--- src/rtl/async_rx_pkg.sv ---
package async_rx_pkg;
    typedef enum logic [2:0] {
        RX_IDLE,
        RX_START,
        RX_DATA,
        RX_PAR,
        RX_STOP1,
        RX_STOP2
    } rx_state_t;

    localparam int STAT_W   = 8;
    localparam int BIT_FULL = 0;
    localparam int BIT_OVR  = 2;
    localparam int BIT_PAR  = 3;
    localparam int BIT_FRM  = 4;
endpackage

--- src/rtl/async_rx_sync.sv ---
module async_rx_sync #(
    parameter int STAGES = 2
) (
    input  logic clk,
    input  logic rst_n,
    input  logic din,
    output logic dout
);
    logic [STAGES-1:0] chain;

    generate
        for (genvar i = 0; i < STAGES; i++) begin : g_stage
            if (i == 0) begin : g_first
                always_ff @(posedge clk or negedge rst_n) begin
                    if (!rst_n) chain[0] <= 1'b1;
                    else        chain[0] <= din;
                end
            end else begin : g_next
                always_ff @(posedge clk or negedge rst_n) begin
                    if (!rst_n) chain[i] <= 1'b1;
                    else        chain[i] <= chain[i-1];
                end
            end
        end
    endgenerate

    assign dout = chain[STAGES-1];
endmodule

--- src/rtl/async_rx_frame.sv ---
module async_rx_frame
    import async_rx_pkg::*;
#(
    parameter int OVS = 16,
    parameter int DW  = 8
) (
    input  logic          clk,
    input  logic          rst_n,
    input  logic          rx_s,
    input  logic          baud_tick,
    input  logic          rx_en,
    input  logic          par_en,
    input  logic          par_odd,
    input  logic          two_stop,
    input  logic          len7,
    output logic          done,
    output logic [DW-1:0] done_data,
    output logic          done_perr,
    output logic          done_ferr
);
    localparam int CW   = $clog2(OVS);
    localparam int IW   = $clog2(DW + 1);
    localparam int HALF = OVS / 2;

    rx_state_t        state, nxt;
    logic [CW-1:0]    cnt;
    logic [IW-1:0]    bit_idx, last_idx;
    logic [DW-1:0]    shreg;
    logic             par_bit, prev_s;
    logic             fall, samp_half, samp_full;

    assign fall      = prev_s && !rx_s;
    assign samp_half = baud_tick && (cnt == CW'(HALF - 1));
    assign samp_full = baud_tick && (cnt == CW'(OVS - 1));
    assign last_idx  = len7 ? IW'(DW - 2) : IW'(DW - 1);

    always_comb begin
        nxt = state;
        if (!rx_en) begin
            nxt = RX_IDLE;
        end else begin
            unique case (state)
                RX_IDLE:  if (fall) nxt = RX_START;
                RX_START: if (samp_half) nxt = rx_s ? RX_IDLE : RX_DATA;
                RX_DATA:  if (samp_full && bit_idx == last_idx)
                              nxt = par_en ? RX_PAR : RX_STOP1;
                RX_PAR:   if (samp_full) nxt = RX_STOP1;
                RX_STOP1: if (samp_full) nxt = two_stop ? RX_STOP2 : RX_IDLE;
                RX_STOP2: if (samp_full) nxt = RX_IDLE;
                default:  nxt = RX_IDLE;
            endcase
        end
    end

    always_ff @(posedge clk or negedge rst_n) begin
        if (!rst_n) state <= RX_IDLE;
        else        state <= nxt;
    end

    always_ff @(posedge clk or negedge rst_n) begin
        if (!rst_n) begin
            cnt       <= '0;
            bit_idx   <= '0;
            shreg     <= '0;
            par_bit   <= 1'b0;
            prev_s    <= 1'b1;
            done      <= 1'b0;
            done_data <= '0;
            done_perr <= 1'b0;
            done_ferr <= 1'b0;
        end else begin
            prev_s <= rx_s;
            done   <= 1'b0;
            if (state != nxt || state == RX_IDLE || samp_full) cnt <= '0;
            else if (baud_tick)                                cnt <= cnt + 1'b1;

            if (state == RX_IDLE) begin
                bit_idx <= '0;
                shreg   <= '0;
                par_bit <= 1'b0;
            end
            if (rx_en && state == RX_DATA && samp_full) begin
                shreg   <= shreg | (DW'(rx_s) << bit_idx);
                bit_idx <= bit_idx + 1'b1;
            end
            if (rx_en && state == RX_PAR && samp_full) par_bit <= rx_s;
            if (rx_en && state == RX_STOP1 && samp_full) begin
                done      <= 1'b1;
                done_data <= shreg;
                done_ferr <= !rx_s;
                done_perr <= par_en && ((^shreg ^ par_bit) != par_odd);
            end
        end
    end

    // a dropped enable returns the controller to idle on the next edge
    a_r9_disable_idle: assert property (@(posedge clk) disable iff (!rst_n)
        !rx_en |=> (state == RX_IDLE));
    // a high mid-bit start sample never proceeds to data
    a_r10_glitch_drop: assert property (@(posedge clk) disable iff (!rst_n)
        (state == RX_START && samp_half && rx_s) |=> (state != RX_DATA));
    // a transfer pulse lasts a single cycle
    a_r3_done_pulse: assert property (@(posedge clk) disable iff (!rst_n)
        done |=> !done);
endmodule

--- src/rtl/async_rx_regs.sv ---
module async_rx_regs
    import async_rx_pkg::*;
#(
    parameter int DW = 8
) (
    input  logic              clk,
    input  logic              rst_n,
    input  logic              xfer,
    input  logic [DW-1:0]     xfer_data,
    input  logic              xfer_perr,
    input  logic              xfer_ferr,
    input  logic              rd_data,
    input  logic              wr_status,
    input  logic [STAT_W-1:0] wr_value,
    output logic [DW-1:0]     rx_data,
    output logic [STAT_W-1:0] status
);
    logic full_q, ovr_q, perr_q, ferr_q;
    logic clr_ovr, clr_par, clr_frm;

    assign clr_ovr = wr_status && !wr_value[BIT_OVR];
    assign clr_par = wr_status && !wr_value[BIT_PAR];
    assign clr_frm = wr_status && !wr_value[BIT_FRM];

    always_ff @(posedge clk or negedge rst_n) begin
        if (!rst_n) begin
            rx_data <= '0;
            full_q  <= 1'b0;
            ovr_q   <= 1'b0;
            perr_q  <= 1'b0;
            ferr_q  <= 1'b0;
        end else begin
            if (xfer) rx_data <= xfer_data;
            full_q <= xfer || (full_q && !rd_data);
            ovr_q  <= (xfer && full_q && !rd_data) || (ovr_q && !clr_ovr);
            perr_q <= (xfer && xfer_perr) || (perr_q && !clr_par);
            ferr_q <= (xfer && xfer_ferr) || (ferr_q && !clr_frm);
        end
    end

    always_comb begin
        status           = '0;
        status[BIT_FULL] = full_q;
        status[BIT_OVR]  = ovr_q;
        status[BIT_PAR]  = perr_q;
        status[BIT_FRM]  = ferr_q;
    end

    // a transfer leaves the buffer marked full
    a_r3_full_set: assert property (@(posedge clk) disable iff (!rst_n)
        xfer |=> status[BIT_FULL]);
    // a transfer onto an unread byte raises the overrun flag
    a_r7_overrun_set: assert property (@(posedge clk) disable iff (!rst_n)
        (xfer && status[BIT_FULL] && !rd_data) |=> status[BIT_OVR]);
    // flags hold unless a 0 is written to their bit
    a_r8_par_sticky: assert property (@(posedge clk) disable iff (!rst_n)
        (status[BIT_PAR] && !(wr_status && !wr_value[BIT_PAR])) |=> status[BIT_PAR]);
    a_r8_frm_sticky: assert property (@(posedge clk) disable iff (!rst_n)
        (status[BIT_FRM] && !(wr_status && !wr_value[BIT_FRM])) |=> status[BIT_FRM]);
    a_r8_ovr_sticky: assert property (@(posedge clk) disable iff (!rst_n)
        (status[BIT_OVR] && !(wr_status && !wr_value[BIT_OVR])) |=> status[BIT_OVR]);
endmodule

--- src/rtl/async_rx_core.sv ---
module async_rx_core
    import async_rx_pkg::*;
#(
    parameter int OVS         = 16,
    parameter int DW          = 8,
    parameter int SYNC_STAGES = 2
) (
    input  logic              clk,
    input  logic              rst_n,
    input  logic              rx_in,
    input  logic              baud_tick,
    input  logic              rx_en,
    input  logic              par_en,
    input  logic              par_odd,
    input  logic              two_stop,
    input  logic              len7,
    input  logic              rd_data,
    input  logic              wr_status,
    input  logic [STAT_W-1:0] wr_value,
    output logic [DW-1:0]     rx_data,
    output logic [STAT_W-1:0] status
);
    logic          rx_s, xfer, xfer_perr, xfer_ferr;
    logic [DW-1:0] xfer_data;

    async_rx_sync #(.STAGES(SYNC_STAGES)) u_sync (
        .clk  (clk),
        .rst_n(rst_n),
        .din  (rx_in),
        .dout (rx_s)
    );

    async_rx_frame #(.OVS(OVS), .DW(DW)) u_frame (
        .clk      (clk),
        .rst_n    (rst_n),
        .rx_s     (rx_s),
        .baud_tick(baud_tick),
        .rx_en    (rx_en),
        .par_en   (par_en),
        .par_odd  (par_odd),
        .two_stop (two_stop),
        .len7     (len7),
        .done     (xfer),
        .done_data(xfer_data),
        .done_perr(xfer_perr),
        .done_ferr(xfer_ferr)
    );

    async_rx_regs #(.DW(DW)) u_regs (
        .clk      (clk),
        .rst_n    (rst_n),
        .xfer     (xfer),
        .xfer_data(xfer_data),
        .xfer_perr(xfer_perr),
        .xfer_ferr(xfer_ferr),
        .rd_data  (rd_data),
        .wr_status(wr_status),
        .wr_value (wr_value),
        .rx_data  (rx_data),
        .status   (status)
    );
endmodule

--- config.mk ---
export PLATFORM = sky130hd
export DESIGN_NAME = async_rx_core
export DESIGN_NICKNAME = d
export VERILOG_FILES = /design/src/rtl/async_rx_pkg.sv /design/src/rtl/async_rx_sync.sv /design/src/rtl/async_rx_frame.sv /design/src/rtl/async_rx_regs.sv /design/src/rtl/async_rx_core.sv
export SDC_FILE = /design/constraint.sdc
export NUM_CORES = 1
export LEC_CHECK = 0
export BUFFER_PORTS_ARGS = -buffer_cell sky130_fd_sc_hd__buf_4
export CAP_MARGIN = 40
export CORE_MARGIN = 10
export CORE_UTILIZATION = 51
export DETAILED_ROUTE_END_ITERATION = 8
export HOLD_SLACK_MARGIN = 0.03
export PLACE_DENSITY = 0.76
export SYNTH_ARGS = -nofsm -noshare
export SYNTH_HDL_FRONTEND = slang
export SYNTH_SLANG_ARGS = --single-unit
--- constraint.sdc ---
create_clock -name clk -period 2 [get_ports clk]
set_input_delay 0.4 -clock clk [delete_from_list [all_inputs] [get_ports clk]]
set_output_delay 0.4 -clock clk [all_outputs]
set_load 0.05 [all_outputs]
# Yosys cells after proc, flatten, opt, wreduce, memory -nomap -nowiden
# Cells that the tools add are included.
# totals
elab_cells	94
in_bits	19
register_bits	46
out_inout_bits	16
# classes
add_sub_neg	2
n_bitwise	2
reduce_logical	41
n_shift	1
mux	21
n_eq_ne	10
# op_table
cell	n
$mux W3	9
$logic_and A1 B1 Y1	22
$pmux W3 S6	1
$mux W4	4
$mux W8	2
$add A4 B1 Y4 const B	2
$logic_not A1 Y1	8
$or A8 B8 Y8	1
$reduce_xor A8 Y1	1
$shl A1 B4 Y8	1
$eq A3 B2 Y1 const B	2
$eq A3 B3 Y1 const B	2
$logic_or A1 B1 Y1	6
$reduce_bool A2 Y1	3
$eq A4 B3 Y1 const B	1
$eq A4 B4 Y1	1
$eq A4 B4 Y1 const B	1
$mux W1	4
$eq A3 B1 Y1 const B	1
$logic_not A3 Y1	1
$ne A3 B3 Y1	1
$mux W2	1
$ne A1 B1 Y1	1
$xor A1 B1 Y1	1

# Logic depth before layout (Yosys ltp)
# depth
word_depth	10
depth_mapped	7

# Modules after synthesis
# From an unflattened synthesis, not the netlist that was laid out.
# hier_totals
cells_unflattened	207
hier_area_um2	2331.0
# modules_own_cells
module	cells_each	instances	seq_area_each_um2	area_each_um2
async_rx_frame	167	1	802.0	1727.9
async_rx_regs	38	1	300.3	550.5
async_rx_sync	2	1	52.6	52.6

# Least setup slack after synthesis
# Ideal clock, no wire load.
# synth_path
path_kind	flip-flop to flip-flop
from	register u_frame.cnt[0]
to	register u_frame.cnt[2]
setup_ps	122
stages_incl_launch_ff	6
path_slack_ps	173
arrival_ps	1705
t_required_ps	1878
cell_sequence	dfrtp_1 > ha_1 > and4b_4 > a2111oi_4 > o221ai_2 > a2111oi_1
# synth_via
elab_chain_cells	10
word_cells_on_any_way	19
classes_between	1 x add/sub; 3 x eq/ne; 9 x mux; 6 x reduce/logical
# synth_lines
item	line_no	source
start: declaration	async_rx_frame.sv:26	logic [CW-1:0] cnt;
start signal: assignment	async_rx_frame.sv:75	else if (baud_tick) cnt <= cnt + 1'b1;
$eq A4 B4 Y1	async_rx_frame.sv:34	assign samp_full = baud_tick && (cnt == CW'(OVS - 1));
$logic_and A1 B1 Y1	async_rx_frame.sv:34	
$logic_and A1 B1 Y1	async_rx_frame.sv:45	RX_DATA: if (samp_full && bit_idx == last_idx)
$mux W3	async_rx_frame.sv:45	
$pmux W3 S6	async_rx_frame.sv:42	unique case (state)
$mux W3	async_rx_frame.sv:39	if (!rx_en) begin
$ne A3 B3 Y1	async_rx_frame.sv:74	if (state != nxt || state == RX_IDLE || samp_full) cnt <= '0;
$logic_or A1 B1 Y1 (2 in series)	async_rx_frame.sv:74	
$mux W4 or $reduce_bool A2 Y1 (tied branches)	-	
# Parallel ways exist; a longest one is shown, timed or not. The select of a mux whose other input is x is not followed.
# A chain may end at the register's enable or synchronous reset.

# Worst setup path after layout
# layout_path
from	register u_frame.state[2]
to	register u_frame.cnt[2]
# layout_via
elab_chain_cells	7
word_cells_on_any_way	19
classes_between	6 x eq/ne; 9 x mux; 4 x reduce/logical
# layout_lines
item	line_no	source
start: declaration	async_rx_frame.sv:25	rx_state_t state, nxt;
start signal: assignment	async_rx_frame.sv:57	else state <= nxt;
$eq A3 B3 Y1, or another cell as far along	async_rx_frame.sv:42	
$pmux W3 S6	async_rx_frame.sv:42	
$mux W3	async_rx_frame.sv:39	
$ne A3 B3 Y1	async_rx_frame.sv:74	
$logic_or A1 B1 Y1 (*) (2 in series)	async_rx_frame.sv:74	
$mux W4 or $reduce_bool A2 Y1 (tied branches)	-	
# Every way passes the cells marked *; elsewhere a longest branch is shown, timed or not.

==> PnR_summary.wiki <==
{| class="wikitable"
! Metric !! Value
|-
| Outcome || completed
|-
| Insertion delay to the later sink of the worst-skew pair || 300 ps
|-
| Cell area after layout || 2650 um^2
|-
| Main flop type after synthesis || sky130_fd_sc_hd__dfrtp_1
|-
| Width of the die || 86.7 um
|-
| Largest incremental delay on the critical path || 500 ps
|-
| Number of buffers inserted by post-CTS setup repair || 0
|-
| Number of max-cap violations || 0
|-
| Tcrit/Tclk final || 98.3%
|-
| Syn. warnings || 0
|-
| Clock transition at the registers of the reported paths || 90 ps
|-
| Worst slew margin relative to its limit || 62.0%
|-
| Unique masters post-synth || 50
|-
| Max Transition Viols Final || 0
|-
| Count of flip-flops with a built-in enable after synthesis || 0
|-
| First-pass GRT wire length || 7270 um
|-
| Cell Rows || 24
|-
| Maximum clock frequency || 509 MHz
|-
| Hold crit path type || input port to async pin
|-
| Leading cell types in the layout, fill and taps excluded || sky130_fd_sc_hd__dfrtp_1 (43), sky130_fd_sc_hd__nand2_1 (34), sky130_fd_sc_hd__buf_4 (33), sky130_fd_sc_hd__o21ai_0 (12), sky130_fd_sc_hd__nor2_1 (11)
|-
| Num Clock Sinks || 46
|-
| FFs w/ async S/R, synth || 100%
|-
| Fraction of the yosys area taken by sequential cells || roughly half
|-
| Maximum resistive drop on vdd || 0.269 mV
|-
| Routability congestion estimate || 0.824
|-
| Iteration-0 DRC count of the detailed router || 64
|-
| Total congestion overflow after global routing || 0
|-
| Final hold vios || 0
|-
| Drt total wl || roughly 4400 um
|-
| Worst Tran Pin Value || 570 ps
|-
| Effective utilization at floorplan || 52.5%
|-
| Antenna violation net count after detailed routing || 0
|-
| Number of hold buffers added after cts || 0
|-
| Critical path class || register to register
|-
| Power Density || 623 nW/um^2
|-
| Number of filler instances in the final layout || roughly 370
|-
| Slowest stage cell, crit path || sky130_fd_sc_hd__dfrtp_1
|-
| Clock tree from TritonCTS || done
|-
| Number of buffer cells added on primary ports || 25
|-
| Endpoint type of the worst setup path || register
|-
| Arrival time worst endpoint || 2160 ps
|-
| Layout overhead on the synthesized area || 16.5%
|-
| Total die area || between 7000 and 8000 um^2
|-
| Pwr Total || 1650 uW
|-
| Diodes inserted || 0
|-
| Via count of the first global-routing pass || approximately 1600
|-
| Fraction of layout cells with a size suffix above 1 || 28.1%
|-
| Synthesized area per cell || 10.6 um^2
|-
| Synthesized instance count || ~220
|-
| Leading cell type in the layout, fill and taps excluded || sky130_fd_sc_hd__dfrtp_1
|-
| Number of setup violations in the final report || 0
|-
| Leakage dissipation || ~0.0012 uW
|-
| Die boundary height || just under 90 um
|-
| Antenna violations before repair || 0
|-
| # H-tree levels || 2
|-
| Worst EP required || between 2000 and 2500 ps
|-
| Maximum number of pins on one net before global-route repair || 47
|-
| Estimated wirelength of the detail-placed design || 3240 um
|-
| Number of clock buffers inserted by TritonCTS || 5
|-
| FF+latch count, synth || 46
|-
| Residual DRC count || 0
|-
| Clk Tree Root Cell || sky130_fd_sc_hd__clkbuf_8
|-
| Biggest fanout along the worst timing path || 11
|-
| Cell area after synthesis || 2270 um^2
|-
| I/O pin count || 35
|-
| Global-route usage over all layers || 11.8%
|-
| Wirelength per Cell || 15.0 um
|-
| Number of cells upsized or downsized after cts || 0
|-
| Core occupancy in the finished layout || between 60 and 70%
|-
| Kind of start point of the critical path || register
|-
| Via count of the routed design || about 1700
|-
| Number of detailed-routing iterations run before antenna repair || 4
|-
| Core Box Area || 4320 um^2
|-
| Layout Nets || 262
|-
| DP Area || 2490 um^2
|-
| Average via count per standard cell || 5.61
|-
| Number of buffers on the longest clock path || 2
|-
| Worst clock skew on the final layout || ~5.9 ps
|-
| Period minus WS final || 1970 ps
|-
| Cells traversed along the worst timing path || nand2b_1 > a211oi_1 > o221ai_4 > a2111oi_2
|}
## per-stage QoR
stage               hold WS [ps]  cells  setup slack [ps]  setup TNS [ps]
floorplan                    104    218               173               0
finish                      83.2    294              33.7               0
global placement             346    286              90.5               0
CTS                          108    294              19.7               0
detailed placement           349    286              47.6               0
global route                 125    294             -63.4           -91.6
## cell usage after synthesis, drive strengths merged (3+ instances only)
library cell | number | area, um^2
nor2 | 12 | 45.0
inv | 11 | 41.3
buf | 13 | 90.1
nand2 | 34 | 128
o21ai | 12 | 60.1
dfstp | 3 | 78.8
nor2b | 3 | 18.8
a21oi | 4 | 20.0
xnor2 | 8 | 70.1
nand2b | 4 | 25.0
a2111oi | 6 | 81.3
nand4 | 3 | 25.0
nand3 | 7 | 35.0
mux2 | 10 | 113
xor2 | 3 | 26.3
clkbuf | 4 | 15.0
dfrtp | 43 | 1080
nor3 | 4 | 25.0
a31oi | 4 | 25.0
## metal layers
layer,part of all wire [%],vias up,global-route usage [%]
met5,0,-,0
met4,0.57,0,3.53
met3,7.2,2,4.69
met2,46,42,18.3
met1,47,804,14.9
li1,-,802,-
## logic make-up (layout without fill, tap and decap cells)
kind of cell               Yosys count  after routing  synth area share, %
DFF                                 46             46                 50.9
AOI/OAI and AO/OA                   40             40                 13.7
xor gates and xnor gates            12             12                 5.23
buffers and inverters               28             52                 6.45
and+or+nand+nor                     74             74                 16.6
muxes                               12             12                 5.84
other                                1              4                0.165
adders and majority gates            2              2                 1.10
## cell type report
class,instances,area (um^2),share of cell area (%)
clock buffer,5,68.8,2.60
clock inverter,3,23.8,0.899
tap,52,65.1,2.46
sequential,46,1150,43.7
timing repair buffer,33,248,9.37
inverter,11,41.3,1.56
multi-input combinational,144,1040,39.5
## power by group
part / internal [uW] / total [uW] / switching (uW) / leakage [uW]
Sequential: 937 / 942 / 5.20 / 0.000631
Clock: 250 / 582 / 332 / 0.0000408
Combinational: 43.3 / 124 / 80.5 / 0.000545
Total: 1230 / 1650 / 418 / 0.00122
## registers in the layout (all words and copies together), names as in the netlist
signal / flops
u_frame.prev_s: 1
u_sync.dout: 1
u_frame.done_perr: 1
u_frame.bit_idx: 4
u_sync.chain: 1
u_frame.done_ferr: 1
u_frame.shreg: 8
u_regs.rx_data: 8
u_frame.done_data: 8
u_frame.done: 1
u_regs.perr_q: 1
u_regs.ovr_q: 1
u_frame.par_bit: 1
u_frame.state: 3
u_frame.cnt: 4
u_regs.full_q: 1
u_regs.ferr_q: 1
## critical path: cells and delay by family, from the launching register on
| family | cells | cell delay, ps |
|---|---|---|
| compound gates | 3 | 1110 |
| flops | 1 | 500 |
| simple gates | 1 | 250 |
## final timing paths
check                                  from               to  slack, ps  cells after the start
max                        u_frame.state[2]   u_frame.cnt[2]         30                      4
min                                   rst_n   u_frame.cnt[3]         80                      1
max reg2reg                u_frame.state[2]   u_frame.cnt[2]         30                      4
min reg2reg                 u_sync.chain[0]      u_sync.dout        360                      0
max in group asynchronous             rst_n   u_frame.prev_s       1520                      1
min in group clk                      rx_in  u_sync.chain[0]        210                      1
(Power assumes the default switching activity.)
